File: src/rtl/cq_scan_pkg.sv
package cq_scan_pkg;
  typedef enum logic [2:0] {
    MODE_OFF       = 3'd0,
    MODE_SGL_LVL   = 3'd1,
    MODE_CONT_SW   = 3'd2,
    MODE_CONT_RISE = 3'd3,
    MODE_CONT_FALL = 3'd4,
    MODE_CONT_BOTH = 3'd5
  } mode_e;

  typedef enum logic {
    ST_IDLE = 1'b0,
    ST_TRIG = 1'b1
  } qstat_e;

  localparam int FLAG_PAUSE = 0;
  localparam int FLAG_EOQ   = 1;
  localparam int FLAG_OVR   = 2;
  localparam int NUM_FLAGS  = 3;
endpackage

File: src/rtl/cq_trig_sync.sv
module cq_trig_sync #(
  parameter int STAGES = 2
) (
  input  logic clk,
  input  logic rst_n,
  input  logic trig_in,
  output logic gate,
  output logic rise,
  output logic fall
);
  logic [STAGES-1:0] shreg;
  logic              prev;

  for (genvar i = 0; i < STAGES; i++) begin : g_stage
    if (i == 0) begin : g_first
      always_ff @(posedge clk or negedge rst_n) begin
        if (!rst_n) shreg[0] <= 1'b0;
        else        shreg[0] <= trig_in;
      end
    end else begin : g_next
      always_ff @(posedge clk or negedge rst_n) begin
        if (!rst_n) shreg[i] <= 1'b0;
        else        shreg[i] <= shreg[i-1];
      end
    end
  end

  always_ff @(posedge clk or negedge rst_n) begin
    if (!rst_n) prev <= 1'b0;
    else        prev <= shreg[STAGES-1];
  end

  assign gate = shreg[STAGES-1];
  assign rise = gate & ~prev;
  assign fall = ~gate & prev;
endmodule

File: src/rtl/cq_xfer_track.sv
module cq_xfer_track #(
  parameter int CNT_W = 8
) (
  input  logic             clk,
  input  logic             rst_n,
  input  logic             clr,
  input  logic             start,
  input  logic             eoq_in,
  input  logic             pause_in,
  input  logic             done_in,
  output logic             busy,
  output logic             done,
  output logic             eoq_c,
  output logic             pause_c,
  output logic [CNT_W-1:0] count
);
  localparam logic [CNT_W-1:0] ONE = CNT_W'(1);

  assign done = done_in & busy;

  always_ff @(posedge clk or negedge rst_n) begin
    if (!rst_n) begin
      busy    <= 1'b0;
      eoq_c   <= 1'b0;
      pause_c <= 1'b0;
      count   <= '0;
    end else if (clr) begin
      busy    <= 1'b0;
      eoq_c   <= 1'b0;
      pause_c <= 1'b0;
      count   <= '0;
    end else begin
      if (start) begin
        busy    <= 1'b1;
        eoq_c   <= eoq_in;
        pause_c <= pause_in;
      end else if (done) begin
        busy <= 1'b0;
      end
      if (done) count <= eoq_c ? '0 : count + ONE;
    end
  end
endmodule

File: src/rtl/cq_flag_bank.sv
module cq_flag_bank #(
  parameter int N = 3
) (
  input  logic         clk,
  input  logic         rst_n,
  input  logic [N-1:0] set,
  input  logic [N-1:0] clr,
  input  logic [N-1:0] en,
  output logic [N-1:0] flag,
  output logic [N-1:0] irq
);
  for (genvar i = 0; i < N; i++) begin : g_flag
    always_ff @(posedge clk or negedge rst_n) begin
      if (!rst_n)      flag[i] <= 1'b0;
      else if (set[i]) flag[i] <= 1'b1;
      else if (clr[i]) flag[i] <= 1'b0;
    end
    assign irq[i] = flag[i] & en[i];
  end
endmodule

File: src/rtl/cq_scan_ctrl.sv
module cq_scan_ctrl
  import cq_scan_pkg::*;
#(
  parameter int CNT_W       = 8,
  parameter int SYNC_STAGES = 2
) (
  input  logic             clk,
  input  logic             rst_n,
  input  logic [2:0]       mode,
  input  logic             scan_start_set,
  input  logic             trig_in,
  input  logic             arb_grant,
  input  logic             cmd_eoq,
  input  logic             cmd_pause,
  input  logic             tx_done,
  input  logic [2:0]       flag_clr,
  input  logic [2:0]       irq_en,
  output logic             q_status,
  output logic             scan_armed,
  output logic             xfer_en,
  output logic             tx_start,
  output logic [CNT_W-1:0] xfer_count,
  output logic [2:0]       flags,
  output logic [2:0]       irqs
);
  mode_e  md;
  qstat_e stat, stat_n;
  logic   armed_n, pend, pend_n;
  logic   gate, rise, fall, edge_hit, off;
  logic   busy, done, eoq_c, pause_c;
  logic [NUM_FLAGS-1:0] fset;

  assign md  = mode_e'(mode);
  assign off = !(md inside {MODE_SGL_LVL, MODE_CONT_SW, MODE_CONT_RISE,
                            MODE_CONT_FALL, MODE_CONT_BOTH});

  cq_trig_sync #(.STAGES(SYNC_STAGES)) u_sync (
    .clk(clk), .rst_n(rst_n), .trig_in(trig_in),
    .gate(gate), .rise(rise), .fall(fall)
  );

  assign edge_hit = ((md == MODE_CONT_RISE) & rise) |
                    ((md == MODE_CONT_FALL) & fall) |
                    ((md == MODE_CONT_BOTH) & (rise | fall));

  // issue request: triggered, nothing in flight, gate open in level mode
  assign xfer_en  = !off && (stat == ST_TRIG) && !busy &&
                    !((md == MODE_SGL_LVL) && !gate);
  assign tx_start = xfer_en & arb_grant;

  cq_xfer_track #(.CNT_W(CNT_W)) u_track (
    .clk(clk), .rst_n(rst_n), .clr(off), .start(tx_start),
    .eoq_in(cmd_eoq), .pause_in(cmd_pause), .done_in(tx_done),
    .busy(busy), .done(done), .eoq_c(eoq_c), .pause_c(pause_c),
    .count(xfer_count)
  );

  always_comb begin
    stat_n  = stat;
    armed_n = scan_armed;
    pend_n  = pend;
    fset    = '0;
    if (off) begin
      stat_n  = ST_IDLE;
      armed_n = 1'b0;
      pend_n  = 1'b0;
    end else begin
      if (scan_start_set) armed_n = 1'b1;
      if (done && eoq_c)  fset[FLAG_EOQ] = 1'b1;
      unique case (md)
        MODE_SGL_LVL: begin
          if (stat == ST_IDLE) begin
            if (scan_armed && gate) stat_n = ST_TRIG;
          end else if (done) begin
            pend_n = 1'b0;
            if (eoq_c) begin
              stat_n  = ST_IDLE;
              armed_n = 1'b0;
            end else if (!gate) begin
              stat_n  = ST_IDLE;
              armed_n = 1'b0;
              fset[FLAG_PAUSE] = 1'b1;
            end
          end else if (!busy) begin
            if (!gate) begin
              stat_n  = ST_IDLE;
              armed_n = 1'b0;
              fset[FLAG_PAUSE] = 1'b1;
            end
          end else begin
            if (fall) pend_n = 1'b1;
            if (pend && rise) begin
              pend_n = 1'b0;
              fset[FLAG_OVR] = 1'b1;
            end
          end
        end
        MODE_CONT_SW: stat_n = ST_TRIG;
        default: begin
          if (edge_hit) begin
            if (stat == ST_IDLE) stat_n = ST_TRIG;
            else                 fset[FLAG_OVR] = 1'b1;
          end
          if (done && (eoq_c || pause_c)) begin
            stat_n = ST_IDLE;
            if (pause_c) fset[FLAG_PAUSE] = 1'b1;
          end
        end
      endcase
    end
  end

  always_ff @(posedge clk or negedge rst_n) begin
    if (!rst_n) begin
      stat       <= ST_IDLE;
      scan_armed <= 1'b0;
      pend       <= 1'b0;
    end else begin
      stat       <= stat_n;
      scan_armed <= armed_n;
      pend       <= pend_n;
    end
  end

  assign q_status = (stat == ST_TRIG);

  cq_flag_bank #(.N(NUM_FLAGS)) u_flags (
    .clk(clk), .rst_n(rst_n), .set(fset), .clr(flag_clr),
    .en(irq_en), .flag(flags), .irq(irqs)
  );
endmodule

File: config.mk
export PLATFORM = sky130hd
export DESIGN_NAME = cq_scan_ctrl
export DESIGN_NICKNAME = d
export VERILOG_FILES = /design/src/rtl/cq_scan_pkg.sv /design/src/rtl/cq_trig_sync.sv /design/src/rtl/cq_xfer_track.sv /design/src/rtl/cq_flag_bank.sv /design/src/rtl/cq_scan_ctrl.sv
export SDC_FILE = /design/constraint.sdc
export NUM_CORES = 1
export LEC_CHECK = 0
export BUFFER_PORTS_ARGS = -buffer_cell sky130_fd_sc_hd__buf_2
export CAP_MARGIN = 0
export CORE_MARGIN = 2
export CORE_UTILIZATION = 45
export DETAILED_ROUTE_END_ITERATION = 16
export PLACE_DENSITY = 0.77
export SLEW_MARGIN = 30
export SYNTH_ARGS = -nofsm -noshare
export SYNTH_HDL_FRONTEND = slang
export SYNTH_SLANG_ARGS = --single-unit
File: constraint.sdc
create_clock -name clk -period 3.3 [get_ports clk]
set_input_delay 0 -clock clk [delete_from_list [all_inputs] [get_ports clk]]
set_output_delay 0 -clock clk [all_outputs]
set_load 0.03 [all_outputs]
# --- Yosys cells after proc, flatten, opt, wreduce, memory -nomap -nowiden ---
# Index checks and enable logic that the tools add are counted.
totals:
  output_inout_bits: 18
  register_bits: 20
  input_bits: 17
  word_cells: 117
classes:
  eq_ne: 13
  mux: 58
  add_sub_neg: 1
  bitwise_logic: 15
  reduce_logical: 17
ops:
  columns: ["operator", "count"]
  rows:
  - ["$mux 1", 51]
  - ["$mux 8", 3]
  - ["$and 1x1->1", 10]
  - ["$add 8x1->8 const B", 1]
  - ["$logic_and 1x1->1", 8]
  - ["$ne 2x2->1 const B", 4]
  - ["$eq 3x2->1 const B", 2]
  - ["$eq 3x3->1 const B", 2]
  - ["$pmux 1 s2", 3]
  - ["$reduce_bool 2->1", 3]
  - ["$ne 5x4->1 const B", 1]
  - ["$reduce_bool 5->1", 1]
  - ["$ne 4x3->1 const B", 1]
  - ["$reduce_and 4->1", 1]
  - ["$eq 3x1->1 const B", 1]
  - ["$logic_not 1->1", 3]
  - ["$mux 3", 1]
  - ["$ne 3x2->1 const B", 1]
  - ["$ne 3x3->1 const B", 1]
  - ["$or 1x1->1", 3]
  - ["$not 1->1", 2]
  - ["$logic_or 1x1->1", 1]

# --- Depth between registers and ports, before layout ---
logic_depth:
  depth_word: 10
  ltp_mapped: 6
  depth_no_buf: 6

# --- Hierarchy ---
# A second synthesis with hierarchy kept.
hier_totals:
  hier_cells: 132
  hier_area_um2: 1179.9
modules_own_cells:
  columns: ["module", "n_inst", "cells_each", "seq_area_each_um2", "area_per_inst_um2"]
  rows:
  - ["cq_xfer_track", 1, 65, 275.3, 609.3]
  - ["cq_scan_ctrl", 1, 50, 75.1, 352.8]
  - ["cq_flag_bank", 1, 12, 75.1, 127.6]
  - ["cq_trig_sync", 1, 5, 75.1, 90.1]

# --- Worst setup path after synthesis ---
# Ideal clock, no wire load.
synth_timing:
  kind: "register -> register"
  from: "reg stat (netlist: q_status)"
  to: "reg u_track.eoq_c"
  setup_ns: 0.125
  required_time_ns: 3.175
  arrival_time_ns: 1.895
  path_buffers: 0
  setup_slack_ns: 1.281
  path_stages_with_launch: 5
  cell_sequence: "dfrtp_1 inv_1 nor4b_2 nand2_1 mux2_2"
synth_between:
  elab_chain_len: 5
synth_lines:
  columns: ["element", "line_no", "text"]
  rows:
  - ["from (decl)", "cq_scan_ctrl.sv:27", "qstat_e stat, stat_n;"]
  - ["from (signal assigned)", "cq_scan_ctrl.sv:119", "stat <= stat_n;"]
  - ["$logic_and 1x1->1 (3 in a row)", "cq_scan_ctrl.sv:47", "assign xfer_en = !off && (stat == ST_TRIG) && !busy &&"]
  - ["named net xfer_en", "cq_scan_ctrl.sv:20", "output logic xfer_en,"]
  - ["$and 1x1->1", "cq_scan_ctrl.sv:49", "assign tx_start = xfer_en & arb_grant;"]
  - ["$ne 2x2->1 (no source line)", null, null]
  - ["to (signal assigned)", "cq_xfer_track.sv:35", "eoq_c <= eoq_in;"]
  - ["to (decl)", "cq_xfer_track.sv:13", "output logic eoq_c,"]
# The timed path passes the listed nets, and every way through them passes these cells.
# A chain may end at the register's enable or synchronous reset.

# --- Final worst setup path ---
layout_timing:
  from: "reg u_track.busy"
  to: "out tx_start"
layout_between:
  elab_chain_len: 4
layout_lines:
  columns: ["element", "line_no", "text"]
  rows:
  - ["from (decl)", "cq_xfer_track.sv:11", "output logic busy,"]
  - ["from (signal assigned)", "cq_xfer_track.sv:23", "busy <= 1'b0;"]
  - ["from (signal assigned)", "cq_xfer_track.sv:28", "busy <= 1'b0;"]
  - ["from (signal assigned)", "cq_xfer_track.sv:34", "busy <= 1'b1;"]
  - ["$logic_not 1->1", null, null]
  - ["$logic_and 1x1->1 (2 in a row)", "cq_scan_ctrl.sv:47", null]
  - ["$and 1x1->1", "cq_scan_ctrl.sv:49", null]
  - ["to (decl)", "cq_scan_ctrl.sv:21", "output logic tx_start,"]
# Every way passes these cells.

==> summary.md <==
| Metric | Value |
|---|---|
| CP Launch Type | flop |
| Hold Path End | u_track.busy |
| DIE WIDTH | 55.5 um |
| Cells after synthesis | 127 |
| Antenna violations before repair | 0 |
| Leading area contributor after synthesis | dfrtp_1 |
| Final #Nets | 189 |
| Fin crit share | 0.496 |
| Number of global-route vias before repair | 1066 |
| Antenna diodes | 0 |
| Crit end category | output port |
| Final Hold Fails | 0 |
| Largest cells by area after synthesis | dfrtp_1 (42%), nand2_1 (3.5%), mux2i_1 (3.4%) |
| Reg-to-Reg End | u_track.count[5] |
| Lkg Pwr | roughly 0.00076 uW |
| Vias per std cell | 5.72 |
| Filler Cell Count | 222 |
| Antenna Nets Post-Route | 0 |
| Final core occ | 0.598 |
| Peak supply drop | roughly 400 uV |
| Avg WL per Cell | 14.2 um |
| Post-synthesis async set-or-reset flop share | 1.00 |
| I/O pins | 35 |
| Slew Limit Fails | 0 |
| Synth Cell Area | 1190 um2 |
| H-tree level count | 1 |
| Outcome | finished, final reports clean |
| Final WL | 2.82 mm |
| CTS max path bufs | 2 |
| TritonCTS Buffers | 3 |
| Share of cells above drive strength 1 | 0.262 |
| DRT Pass-1 Iters | 4 |
| Max Cap Viol | 0 |
| Global-route wire length before repair | 4.89 mm |
| Post-synth top flop | dfrtp_1 |
| RSZ-0062 raised after global routing | false |
| EDFF count, synth | 0 |
| Setup TNS Final | 0 ns |
| Reg2reg start | u_track.busy |
| Synth unique cells | 44 |
| Clock tree sinks | 20 |
| CTS tree | yes |
| Die Y | 55.5 um |
| Mapped Nets | 147 |
| All-Layer GR Usage | 0.195 |
| CTS root buf | clkbuf_4 |
| GPL Wtd Cong | 0.905 |
| Clock-pin slew on the worst setup and hold paths | 0.12 ns |
| Commonest non-fill, non-tap cell in the layout | buf_2 |
| Vias | between 1k and 1.5k |
| Commonest non-fill, non-tap cells in the layout | buf_2 (34), dfrtp_1 (20), nand2_1 (11) |
| Seq/Total Area, Yosys | 0.419 |
| Slew @ Worst Pin | 0.467 ns |
| Setup slack, reg-to-reg | 1.70 ns |
| Pin count of the biggest net entering global routing | 21 |
| Post-cts resize count | 0 |
| FMAX | just over 600 MHz |
| Drt drc | 0 |
| Initial core utilization | 0.477 |
| Post-synth top area share | 0.419 |
| Worst Path Required | 3.30 ns |
| Register bit count reported by yosys | 20 |
| Avg Cell Area, Syn | roughly 9.4 um2 |
| Site row count | 18 |
| HP Start | arb_grant |
| CP arrival | around 1.6 ns |
| Worst Skew | approximately 0.011 ns |
| Buffers on Ports | 34 |
| Initial DRC Count | 37 |
| Min-Delay Path Depth | 3 |
| Dpl cell area | 1380 um2 |
| Clock Latency Late Sink | 0.31 ns |
| Hold WC Path Type | in2reg |
| Worst Path Class, Setup | reg2out |
| Max_slew headroom | 0.689 |
| Global route overflow | 0 |
| Pwr Density | 514 nW/um2 |
| Final setup vio count | 0 |
| Die ar. | 3080 um2 |
| Min Tclk post-route | approximately 1.6 ns |
| Max FO, Critical Path | 9 |
| Core Box Area | between 2000 and 2500 um2 |
| HPWL after DPL | 1.95 mm |
| Final Cell Area | 1500 um2 |
| Worst R2R Path Depth | 4 |
| Area Growth Syn to Fin | 25.3% |
| Number of synthesis warnings | 0 |
==> cell type report <==
type / count / area [um2] / share of cell area
Multi-Input combinational cell: 93 / 637 / 0.426
Sequential cell: 20 / 500 / 0.335
Timing Repair Buffer: 42 / 250 / 0.167
Tap cell: 30 / 37.5 / 0.0251
Clock buffer: 4 / 36.3 / 0.0243
Inverter: 9 / 33.8 / 0.0226
==> power breakdown <==
| group | switching [uW] | leakage (uW) | internal (uW) |
|---|---|---|---|
| clock | 79.1 | 0.0000210 | 67.5 |
| combinational | 161 | 0.000477 | 109 |
| sequential | 65.9 | 0.000259 | 287 |
| total | 306 | 0.000757 | 463 |
==> timing repair <==
item                      in CTS  in global routing
setup buffers                  0                  0
hold buffers                   8                  0
hold endpoints to repair      27                  0
==> kinds of logic (layout without fill, tap and decap cells) <==
kind of cell / Yosys count / in the layout / share of synthesized area
xor+xnor: 1 / 1 / 0.00734
mux: 6 / 6 / 0.0524
simple gates: 46 / 46 / 0.222
fa+ha+maj: 3 / 3 / 0.0314
compound gates: 37 / 37 / 0.220
flops: 20 / 20 / 0.419
buf+inv: 14 / 55 / 0.0472
==> stage by stage <==
step / total power, uW / std cells / setup WS [ns] / hold WS (ns)
final: 769 / 198 / 1.66 / 0.0105
after floorplan: 537 / 127 / 1.28 / -0.296
after global placement: 608 / 186 / 1.79 / -0.0308
after global routing: 823 / 198 / 1.54 / 0.0450
after detailed placement: 619 / 186 / 1.71 / -0.0209
after CTS: 772 / 198 / 1.69 / 0.0197
==> cells in the mapped netlist, drive strengths merged, types with 3 or more instances <==
master and instances:
a21oi 8, and2 6, buf 3, dfrtp 20
ha 3, inv 9, mux2i 4, nand2 12
nand3 6, nor2 7, o21ai 6
==> per-layer routing <==
metal  vias up  track usage  part of all wire
met4         0       0.0627             0.020
met2        44        0.313              0.49
met3         9       0.0515             0.072
met1       530        0.256              0.42
met5         -            0                 0
li1        550            -                 -
==> sequential cells by signal, indices dropped and copies added (netlist names) <==
name             count
u_sync.shreg         1
u_track.eoq_c        1
u_track.pause_c      1
pend                 1
q_status             1
scan_armed           1
u_sync.prev          1
u_track.count        8
u_flags.flag         3
u_track.busy         1
u_sync.gate          1
==> critical path, stage by stage, from the launching register on <==
cell	delay, ns
dfrtp_1	0.51
nor4b_2	0.38
nand2_1	0.17
inv_1	0.07
buf_2	0.19
==> how the worst max path moves through the flow <==
stage                 start                to  slack [ns]  cells past startpoint
2_1_floorplan      q_status     u_track.eoq_c        1.28                      4
3_3_place_gp   u_track.busy  u_track.count[5]        1.79                      4
3_5_place_dp   u_track.busy  u_track.count[5]        1.71                      4
4_1_cts        u_track.busy  u_track.count[5]        1.69                      4
5_1_grt        u_track.busy          tx_start        1.54                      4
6_report       u_track.busy          tx_start        1.66                      4
Note: power is estimated with default switching activity, not from simulation.
